### src/rtl/nvdec_pkg.sv
package nvdec_pkg;

  localparam int NUM_SEL   = 7;
  localparam int SEL_FLASH = 0;
  localparam int SEL_BOOTM = 1;
  localparam int SEL_BOOTA = 2;
  localparam int SEL_SRAMM = 3;
  localparam int SEL_SRAMA = 4;
  localparam int SEL_CLOCK = 5;
  localparam int SEL_CTL   = 6;

  localparam logic [9:0]  FLASH4_TAG = 10'h3FC;   // 0xFF00_0000 / 4 MB
  localparam logic [8:0]  FLASH8_TAG = 9'h1FE;    // 0xFF00_0000 / 8 MB
  localparam logic [11:0] BOOT_TAG   = 12'hFFE;
  localparam logic [11:0] SRAM_TAG   = 12'hFFC;
  localparam logic [23:0] CLOCK_TAG  = 24'hFF8030;

  typedef enum logic [1:0] {
    SZ_BYTE   = 2'b00,
    SZ_WORD   = 2'b01,
    SZ_TRIPLE = 2'b10,
    SZ_LONG   = 2'b11
  } xfer_size_e;

  typedef enum logic [2:0] {
    RG_NONE, RG_REMAP, RG_FLASH, RG_BOOT, RG_SRAM, RG_CLOCK, RG_CTL
  } region_e;

  typedef enum logic [1:0] {
    ST_IDLE, ST_BUSY, ST_TERM
  } cyc_state_e;

endpackage

### src/rtl/nvdec_region_map.sv
module nvdec_region_map
  import nvdec_pkg::*;
#(
  parameter logic [15:0] CTL_TAG = 16'hFFD0
) (
  input  logic [31:0]        addr,
  input  logic               remap,
  input  logic               sw_boot_swap,
  input  logic               sw_sram_swap,
  input  logic               flash_8mb,
  output region_e            region,
  output logic [NUM_SEL-1:0] sel
);

  logic flash_hit;
  assign flash_hit = flash_8mb ? (addr[31:23] == FLASH8_TAG)
                               : (addr[31:22] == FLASH4_TAG);

  always_comb begin
    region = RG_NONE;
    sel    = '0;
    if (addr[31:16] == CTL_TAG) begin
      region       = RG_CTL;
      sel[SEL_CTL] = 1'b1;
    end else if (remap) begin
      region = RG_REMAP;
      if (sw_boot_swap) sel[SEL_BOOTA] = 1'b1;
      else              sel[SEL_BOOTM] = 1'b1;
    end else if (flash_hit) begin
      region         = RG_FLASH;
      sel[SEL_FLASH] = 1'b1;
    end else if (addr[31:20] == BOOT_TAG) begin
      region = RG_BOOT;
      if (sw_boot_swap || addr[19]) sel[SEL_BOOTA] = 1'b1;
      else                          sel[SEL_BOOTM] = 1'b1;
    end else if (addr[31:20] == SRAM_TAG) begin
      if (sw_sram_swap) begin
        region = RG_SRAM;
        if (addr[19]) sel[SEL_SRAMM] = 1'b1;
        else          sel[SEL_SRAMA] = 1'b1;
      end else if (!addr[19]) begin
        region         = RG_SRAM;
        sel[SEL_SRAMM] = 1'b1;
      end
    end else if (addr[31:8] == CLOCK_TAG) begin
      region         = RG_CLOCK;
      sel[SEL_CLOCK] = 1'b1;
    end
  end

endmodule

### src/rtl/nvdec_access_rules.sv
module nvdec_access_rules
  import nvdec_pkg::*;
#(
  parameter int SRAM_UNIT = 12,
  parameter int TIMEOUT   = 64,
  parameter int CNT_W     = 8
) (
  input  region_e          region,
  input  logic [2:0]       fc,
  input  logic [1:0]       size,
  input  logic             rd,
  input  logic [1:0]       addr_lo,
  input  logic             flash_wen,
  input  logic [1:0]       sram_wait,
  output logic             err,
  output logic [CNT_W-1:0] delay
);

  logic [CNT_W-1:0] wait_tab [4];
  for (genvar g = 0; g < 4; g++) begin : g_wait
    assign wait_tab[g] = CNT_W'(((SRAM_UNIT * 8) >> g) - 1);
  end

  logic fc_bad, byte_only, long_aligned;
  assign fc_bad       = (fc == 3'b111);
  assign byte_only    = (size == SZ_BYTE);
  assign long_aligned = (size == SZ_LONG) && (addr_lo == 2'b00);

  always_comb begin
    err   = 1'b0;
    delay = '0;
    case (region)
      RG_NONE: begin
        err   = 1'b1;
        delay = CNT_W'(TIMEOUT - 1);
      end
      RG_FLASH: err = fc_bad || (!rd && !(flash_wen && long_aligned));
      RG_BOOT:  err = fc_bad || !byte_only;
      RG_SRAM: begin
        err = fc_bad;
        if (!fc_bad) delay = wait_tab[sram_wait];
      end
      RG_CLOCK: err = !byte_only;
      default:  err = 1'b0;
    endcase
  end

endmodule

### src/rtl/nvdec_cycle_ctrl.sv
module nvdec_cycle_ctrl
  import nvdec_pkg::*;
#(
  parameter int CNT_W = 8
) (
  input  logic               clk,
  input  logic               rst_n,
  input  logic               strobe,
  input  logic               err,
  input  logic [CNT_W-1:0]   delay,
  input  logic [NUM_SEL-1:0] sel,
  output logic [NUM_SEL-1:0] cs,
  output logic               ack,
  output logic               berr
);

  cyc_state_e       st;
  logic [CNT_W-1:0] cnt;
  logic             err_q;

  always_ff @(posedge clk or negedge rst_n) begin
    if (!rst_n) begin
      st    <= ST_IDLE;
      cnt   <= '0;
      err_q <= 1'b0;
      cs    <= '0;
      ack   <= 1'b0;
      berr  <= 1'b0;
    end else begin
      case (st)
        ST_IDLE: if (strobe) begin
          st    <= ST_BUSY;
          cnt   <= delay;
          err_q <= err;
          cs    <= err ? '0 : sel;
        end
        ST_BUSY: if (cnt == '0) begin
          st   <= ST_TERM;
          ack  <= !err_q;
          berr <= err_q;
        end else begin
          cnt <= cnt - 1'b1;
        end
        ST_TERM: begin
          ack  <= 1'b0;
          berr <= 1'b0;
          cs   <= '0;
          if (!strobe) st <= ST_IDLE;
        end
        default: st <= ST_IDLE;
      endcase
    end
  end

endmodule

### src/rtl/nvram_region_decoder.sv
module nvram_region_decoder
  import nvdec_pkg::*;
#(
  parameter int          SRAM_UNIT = 12,
  parameter int          TIMEOUT   = 64,
  parameter logic [15:0] CTL_TAG   = 16'hFFD0
) (
  input  logic        clk,
  input  logic        rst_n,
  input  logic [31:0] bus_addr,
  input  logic [2:0]  bus_fc,
  input  logic [1:0]  bus_size,
  input  logic        bus_rd,
  input  logic        bus_strobe,
  input  logic        sw_boot_swap,
  input  logic        sw_sram_swap,
  input  logic        flash_8mb,
  input  logic        ctl_boot_exit,
  input  logic        ctl_flash_wen,
  input  logic [1:0]  ctl_sram_wait,
  output logic        cs_flash,
  output logic        cs_boot_main,
  output logic        cs_boot_alt,
  output logic        cs_sram_main,
  output logic        cs_sram_alt,
  output logic        cs_clock,
  output logic        cs_ctl,
  output logic        bus_ack,
  output logic        bus_berr
);

  localparam int WAIT_MAX = (TIMEOUT > SRAM_UNIT * 8) ? TIMEOUT : SRAM_UNIT * 8;
  localparam int CNT_W    = $clog2(WAIT_MAX + 1);

  logic               boot_q;
  region_e            region;
  logic [NUM_SEL-1:0] sel, cs;
  logic               err;
  logic [CNT_W-1:0]   delay;

  // remap phase: set by reset, cleared once by software
  always_ff @(posedge clk or negedge rst_n) begin
    if (!rst_n)             boot_q <= 1'b1;
    else if (ctl_boot_exit) boot_q <= 1'b0;
  end

  nvdec_region_map #(.CTL_TAG(CTL_TAG)) u_map (
    .addr         (bus_addr),
    .remap        (boot_q),
    .sw_boot_swap (sw_boot_swap),
    .sw_sram_swap (sw_sram_swap),
    .flash_8mb    (flash_8mb),
    .region       (region),
    .sel          (sel)
  );

  nvdec_access_rules #(.SRAM_UNIT(SRAM_UNIT), .TIMEOUT(TIMEOUT), .CNT_W(CNT_W)) u_rules (
    .region    (region),
    .fc        (bus_fc),
    .size      (bus_size),
    .rd        (bus_rd),
    .addr_lo   (bus_addr[1:0]),
    .flash_wen (ctl_flash_wen),
    .sram_wait (ctl_sram_wait),
    .err       (err),
    .delay     (delay)
  );

  nvdec_cycle_ctrl #(.CNT_W(CNT_W)) u_cyc (
    .clk    (clk),
    .rst_n  (rst_n),
    .strobe (bus_strobe),
    .err    (err),
    .delay  (delay),
    .sel    (sel),
    .cs     (cs),
    .ack    (bus_ack),
    .berr   (bus_berr)
  );

  assign cs_flash     = cs[SEL_FLASH];
  assign cs_boot_main = cs[SEL_BOOTM];
  assign cs_boot_alt  = cs[SEL_BOOTA];
  assign cs_sram_main = cs[SEL_SRAMM];
  assign cs_sram_alt  = cs[SEL_SRAMA];
  assign cs_clock     = cs[SEL_CLOCK];
  assign cs_ctl       = cs[SEL_CTL];

endmodule

### config.mk
export PLATFORM = sky130hd
export DESIGN_NAME = nvram_region_decoder
export DESIGN_NICKNAME = d
export VERILOG_FILES = /design/src/rtl/nvdec_pkg.sv /design/src/rtl/nvdec_region_map.sv /design/src/rtl/nvdec_access_rules.sv /design/src/rtl/nvdec_cycle_ctrl.sv /design/src/rtl/nvram_region_decoder.sv
export SDC_FILE = /design/constraint.sdc
export NUM_CORES = 1
export LEC_CHECK = 0
export BUFFER_PORTS_ARGS = -buffer_cell sky130_fd_sc_hd__buf_2
export CORE_MARGIN = 2
export CORE_UTILIZATION = 51
export CTS_CLUSTER_DIAMETER = 100
export CTS_CLUSTER_SIZE = 16
export DETAILED_ROUTE_END_ITERATION = 10
export GPL_ROUTABILITY_DRIVEN = 0
export PLACE_DENSITY = 0.93
export RECOVER_POWER = 50
export SETUP_SLACK_MARGIN = 0.1
export SKIP_CTS_REPAIR_TIMING = 1
export SYNTH_ARGS = -nofsm -noshare
export SYNTH_HDL_FRONTEND = slang
export SYNTH_SLANG_ARGS = --single-unit
### constraint.sdc
create_clock -name clk -period 3.6 [get_ports clk]
set_clock_uncertainty 0.05 [all_clocks]
set_input_delay 0.36 -clock clk [delete_from_list [all_inputs] [get_ports clk]]
set_output_delay 0.36 -clock clk [all_outputs]
set_load 0.05 [all_outputs]
## Yosys cells after proc, flatten, opt, wreduce, memory -nomap -nowiden

Index checks and enable logic that the tools add are counted.

- Add/sub/neg operators: 1
- $lt $le $gt $ge: 1
- Equality and inequality tests: 18
- Multiplexer cells: 49
- Bitwise logic cells: 1
- Reduce and logical (&&, ||, !) cells: 23

Operators by type and width:

| kind | number |
|---|---|
| $mux 7 | 7 |
| $pmux 7 s2 | 3 |
| $mux 3 | 10 |
| $eq 12x12->1 const B | 2 |
| $eq 24x24->1 const B | 1 |
| $eq 16x16->1 const B | 1 |
| $mux 1 | 16 |
| $bmux 7 s2 | 1 |
| $mux 2 | 6 |
| $eq 10x10->1 const B | 1 |
| $eq 3x3->1 const B | 3 |
| $eq 9x9->1 const B | 1 |
| $logic_not 7->1 | 1 |
| $sub 7x1->7 const B | 1 |
| $eq 3x2->1 const B | 2 |
| $logic_not 2->1 | 3 |
| $mux 6 | 1 |
| $ne 2x2->1 const B | 3 |
| $pmux 2 s3 | 1 |
| $reduce_and 2->1 | 3 |
| $reduce_and 3->1 | 2 |
| $reduce_bool 2->1 | 3 |
| $mux 5 | 1 |
| $pmux 1 s5 | 1 |
| 10 further kinds | 19 |

- Register bits: 20
- Input bits: 48
- Word-level logic and storage cells: 100

## Depth between registers and ports, before layout

- Word-level depth: 12
- Depth in mapped cells: 8
- Depth with buffers taken out: 7

## Cells and area by module

Synthesis repeated with hierarchy kept, for this count alone.

- Cell total of the unflattened synthesis: 163
- Area, all modules: 1402.6 sq um

Modules (own cells, without submodules):

| module | instances | cells an instance | area an instance (sq um) | sequential area each (sq um) |
|---|---|---|---|---|
| nvdec_cycle_ctrl | 1 | 99 | 947.2 | 475.5 |
| nvdec_region_map | 1 | 40 | 272.8 | 0.0 |
| nvdec_access_rules | 1 | 22 | 142.6 | 0.0 |
| nvram_region_decoder | 1 | 2 | 40.0 | 26.3 |

## Worst setup path after synthesis

No wires, ideal clock.

- Path type: input port to flip-flop
- Start point: input bus_addr[21]
- End point: register u_cyc.cs[1]
- Data arrival time: 1.675 ns
- Required time: 3.410 ns
- Path slack: 1.734 ns
- Cell stages on the path: 6
- Buffers on the path: 0
- Cell sequence: or2_1 a2111o_1 nor2_1 a221oi_2 a311oi_2 o21ai_0

- Longest elaborated chain between the ends: 12

RTL lines:

| item | RTL line | RTL |
|---|---|---|
| from (decl) | nvram_region_decoder.sv:10 | `input logic [31:0] bus_addr,` |
| $eq 24x24->1 | nvdec_region_map.sv:45 | `end else if (addr[31:8] == CLOCK_TAG) begin` |
| $mux 3 | nvdec_region_map.sv:45 |  |
| $mux 3 | nvdec_region_map.sv:36 | `end else if (addr[31:20] == SRAM_TAG) begin` |
| $mux 3 | nvdec_region_map.sv:32 | `end else if (addr[31:20] == BOOT_TAG) begin` |
| $mux 3 | nvdec_region_map.sv:29 | `end else if (flash_hit) begin` |
| $mux 3 | nvdec_region_map.sv:25 | `end else if (remap) begin` |
| $mux 3 | nvdec_region_map.sv:22 | `if (addr[31:16] == CTL_TAG) begin` |
| $eq 3x3->1 (tied with other cells) | nvdec_access_rules.sv:32 | `case (region)` |
| $pmux 1 s5 | nvdec_access_rules.sv:32 |  |
| $mux 7 (*) | nvdec_cycle_ctrl.sv:35 | `cs <= err ? '0 : sel;` |
| $mux 7 (*) | nvdec_cycle_ctrl.sv:31 | `ST_IDLE: if (strobe) begin` |
| $pmux 7 s2 (*) | nvdec_cycle_ctrl.sv:30 | `case (st)` |
| to (signal assigned) | nvdec_cycle_ctrl.sv:35 |  |
| to (decl) | nvdec_cycle_ctrl.sv:12 | `output logic [NUM_SEL-1:0] cs,` |

Every way passes the cells marked *; elsewhere a longest branch is shown, timed or not. The select of a mux whose other input is x is not followed.
A chain may end at the register's enable or synchronous reset.

## Worst setup path in the final report

- Start point: register boot_q
- End point: register u_cyc.cs[1]

- Longest elaborated chain between the ends: 7

RTL lines:

| item | RTL line | RTL |
|---|---|---|
| from (decl) | nvram_region_decoder.sv:35 | `logic boot_q;` |
| from (signal assigned) | nvram_region_decoder.sv:43 | `if (!rst_n) boot_q <= 1'b1;` |
| from (signal assigned) | nvram_region_decoder.sv:44 | `else if (ctl_boot_exit) boot_q <= 1'b0;` |
| $mux 3 | nvdec_region_map.sv:25 |  |
| $mux 3 | nvdec_region_map.sv:22 |  |
| $eq 3x3->1 (tied with other cells) | nvdec_access_rules.sv:32 |  |
| $pmux 1 s5 | nvdec_access_rules.sv:32 |  |
| $mux 7 (*) | nvdec_cycle_ctrl.sv:35 |  |
| $mux 7 (*) | nvdec_cycle_ctrl.sv:31 |  |
| $pmux 7 s2 (*) | nvdec_cycle_ctrl.sv:30 |  |

Marked as above.

==> reports/results.ini <==
[place]
io_buffers = 50
placed_cells_incl_taps = 237
pre_cts_ws_ps = 1322
hpwl_um = 2506
placed_cell_area_um2 = 1618

[routing]
vias = 1398
totalWireLength_um = 3154
dr.pass1.iters = 4
ant_nets = 0
wl_per_cell_um = 13.03
drc = 0
vias_per_cell = 5.777
drt_iter0_drc = 47

[timing]
finalHoldViolCount = 0
fin_tns_setup_ps = 0
setup_viol = 0
relSlewSlack = 0.2932
fmax_mhz = 468.6
finalCritPeriodShare = 0.5928
worst_slack_ps = 1466
period_needed_ps = 2134
whs_ps = 115.4
rsz0062_at_grt = no
drv_slew = 0
tightestPinTransition_ps = 1060

[power_and_ir_drop]
power_density_nw_per_um2 = 536.9
p_clk_frac = 0.209
ir_drop_mv = 0.5696
p_switching_mw = 0.3491
combPwrFrac = 0.409
switching_share = 0.3881
p_leak_nw = 0.7884
seqPwrFrac = 0.382
p_int_mw = 0.5503
power_mw = 0.8995

[clock_network]
ctsRootBufferMaster = clkbuf_4
cts_tree = done
cts-buffers-inserted = 3
cts.sink_count = 20
clk_latency_ps = 310
clk_pin_slew_ps = 120
clockBufferDepth = 2
htree_levels = 1

[synthesis]
netlist_area_um2 = 1341
synth_nets = 212
synth.avg_cell_area_um2 = 8.383
synth_compound_area_frac = 0.2463
yosys_warnings = 0
synthMuxAreaShare = 0.008396
ys_types = 41
yosysSeqAreaShare = 0.3741
synthAdderAreaFrac = 0.03731
synth_top_family_by_area = simple AND/OR/NAND/NOR gates
ys_async_sr_fraction = 1.000
synth_top_area_share = 0.3545
syn_inst = 160
synth_top_area_cell = dfrtp_1
yosys.area_share.xor_xnor = 0
synthTopCellsByArea = dfrtp_1 (35%), nand2_1 (6.4%), o21ai_0 (5.2%)
synthSimpleGateAreaFrac = 0.3088
synth_edf_count = 0
ys.flop_type = dfrtp_1
ys_ff_latch = 20

[layout]
stdcell_area_um2 = 1675
n_antenna_cell = 0
multi_input_area_um2 = 805.8
drive_gt1_frac = 0.2594
final_nets = 265
final_util = 0.6763
fillers = 236
area_growth_pct = 24.91
final-seq-area_um2 = 501.7
layoutNonFillerInstCount = 242

[worst_setup_path]
r2r_cells = 6
crit_path_end_kind = flop
reg2reg_from = boot_q$_DFFE_PN1P_
startpoint_type = flop
r2r_end = u_cyc.cs[1]$_DFFE_PN0P_
path_class = flop to flop
crit_fanout = 7
required_ps = 3730
critPathArrivalTime_ps = 2270
r2r_setup_slack_ps = 1470

[grt]
antenna_found_initial = 0
grt.busiest_layer = met2
grtUsageTotal = 0.2147
grt_use_met1 = 0.2640
grt_remaining_overflow = 0
first_global_vias = 1239
grtUsageMet3 = 0.05621
grt_pass1_wl_um = 5285
grt_start_max_net_pins = 21
use_met2 = 0.3690

[hold_path]
hp-start = ctl_boot_exit
hold_class = primary input to flop
whs_endpoint = boot_q$_DFFE_PN1P_
holdPathStages = 2

[floorplanning]
die_width_um = 55.29
io_pins = 57
fp-row-count = 18
initial_core_util = 0.5414
die-area_um2 = 3056
core_area_um2 = 2477
die_h_um = 55.29

[run]
drv_cap = 0

[outcome]
status = complete, no violations

-- flip-flops by register name (all words and copies together), names as in the netlist --
signal,count
u_cyc.ack,1
u_cyc.berr,1
u_cyc.st,2
u_cyc.cs,7
u_cyc.cnt,7
boot_q,1
u_cyc.err_q,1
-- Yosys cell counts (2+ instances only) --
library cell / count
a21oi_1: 7
inv_1: 6
o21ai_0: 14
nand3_1: 3
and3_1: 4
clkbuf_1: 3
o221ai_1: 3
or2_1: 2
nor2_1: 18
nor4b_1: 2
a31oi_1: 2
nand4_1: 4
nand2b_1: 6
nor3_1: 5
nor2b_1: 5
dfrtp_1: 19
nand3b_1: 2
o31a_1: 2
nand2_1: 23
o21a_1: 2
a22o_1: 4
a41o_1: 2
ha_1: 4
-- per-layer routing --
metal  vias up  part of all wire
li1        699                 -
met1       650              0.44
met2        43              0.49
met3         6             0.052
met4         0             0.014
met5         -                 0
-- cell families (layout without fill, tap and decap cells) --
kind of cell / count (synthesis) / count (layout)
mux: 1 / 1
compound gates: 46 / 46
fa+ha+maj: 4 / 4
flops: 20 / 20
simple gates: 80 / 80
buf+inv: 9 / 61
-- worst max-delay path, cell delays in order, from the launching register on --
cell and delay (ps):
dfstp_1 400, or2_1 220, a2111o_1 420, nor2_1 150, a221oi_2 70, a311oi_2 510
o21ai_0 190
-- power by group through the flow --
stage / logic, mW / clock network [mW] / registers, mW
CTS: 0.369 / 0.190 / 0.343
floorplan: 0.237 / 0 / 0.378
global route: 0.414 / 0.195 / 0.355
global placement: 0.355 / 0 / 0.347
detailed placement: 0.368 / 0 / 0.348
finish: 0.368 / 0.188 / 0.343
-- how the worst max path moves through the flow --
stage,startpoint,to,depth (start not counted)
after floorplan,bus_addr[21],u_cyc.cs[1]$_DFFE_PN0P_,6
after CTS,boot_q$_DFFE_PN1P_,u_cyc.cs[1]$_DFFE_PN0P_,6
after global routing,boot_q$_DFFE_PN1P_,u_cyc.cs[2]$_DFFE_PN0P_,6
final,boot_q$_DFFE_PN1P_,u_cyc.cs[1]$_DFFE_PN0P_,6
after detailed placement,bus_addr[21],u_cyc.cs[1]$_DFFE_PN0P_,7
after global placement,bus_addr[21],u_cyc.cs[2]$_DFFE_PN0P_,7
-- layout make-up --
type	count	area share
timing repair buffer	51	0.1524
sequential	20	0.2995
tap	30	0.02240
multi-input combinational	131	0.4810
clock buffer	3	0.01344
clock inverter	1	0.01792
inverter	6	0.01344
-- cell usage in the layout, fill, tap and decap left out, types with 2 or more instances in the layout --
cell type / instances
o221ai_1: 3
a21oi_1: 7
inv_1: 6
or2_1: 2
nor2b_1: 5
nand4_1: 4
nor4b_1: 2
nand2b_1: 6
clkbuf_1: 4
dfrtp_1: 19
nand3b_1: 2
o31a_1: 2
nand2_1: 23
o21a_1: 2
a22o_1: 4
and3_1: 4
clkbuf_4: 3
a31oi_1: 2
ha_1: 4
o21ai_0: 14
nor2_1: 18
a41o_1: 2
buf_2: 46
nand3_1: 3
nor3_1: 5
No activity file was read; power rests on OpenSTA's default activity.
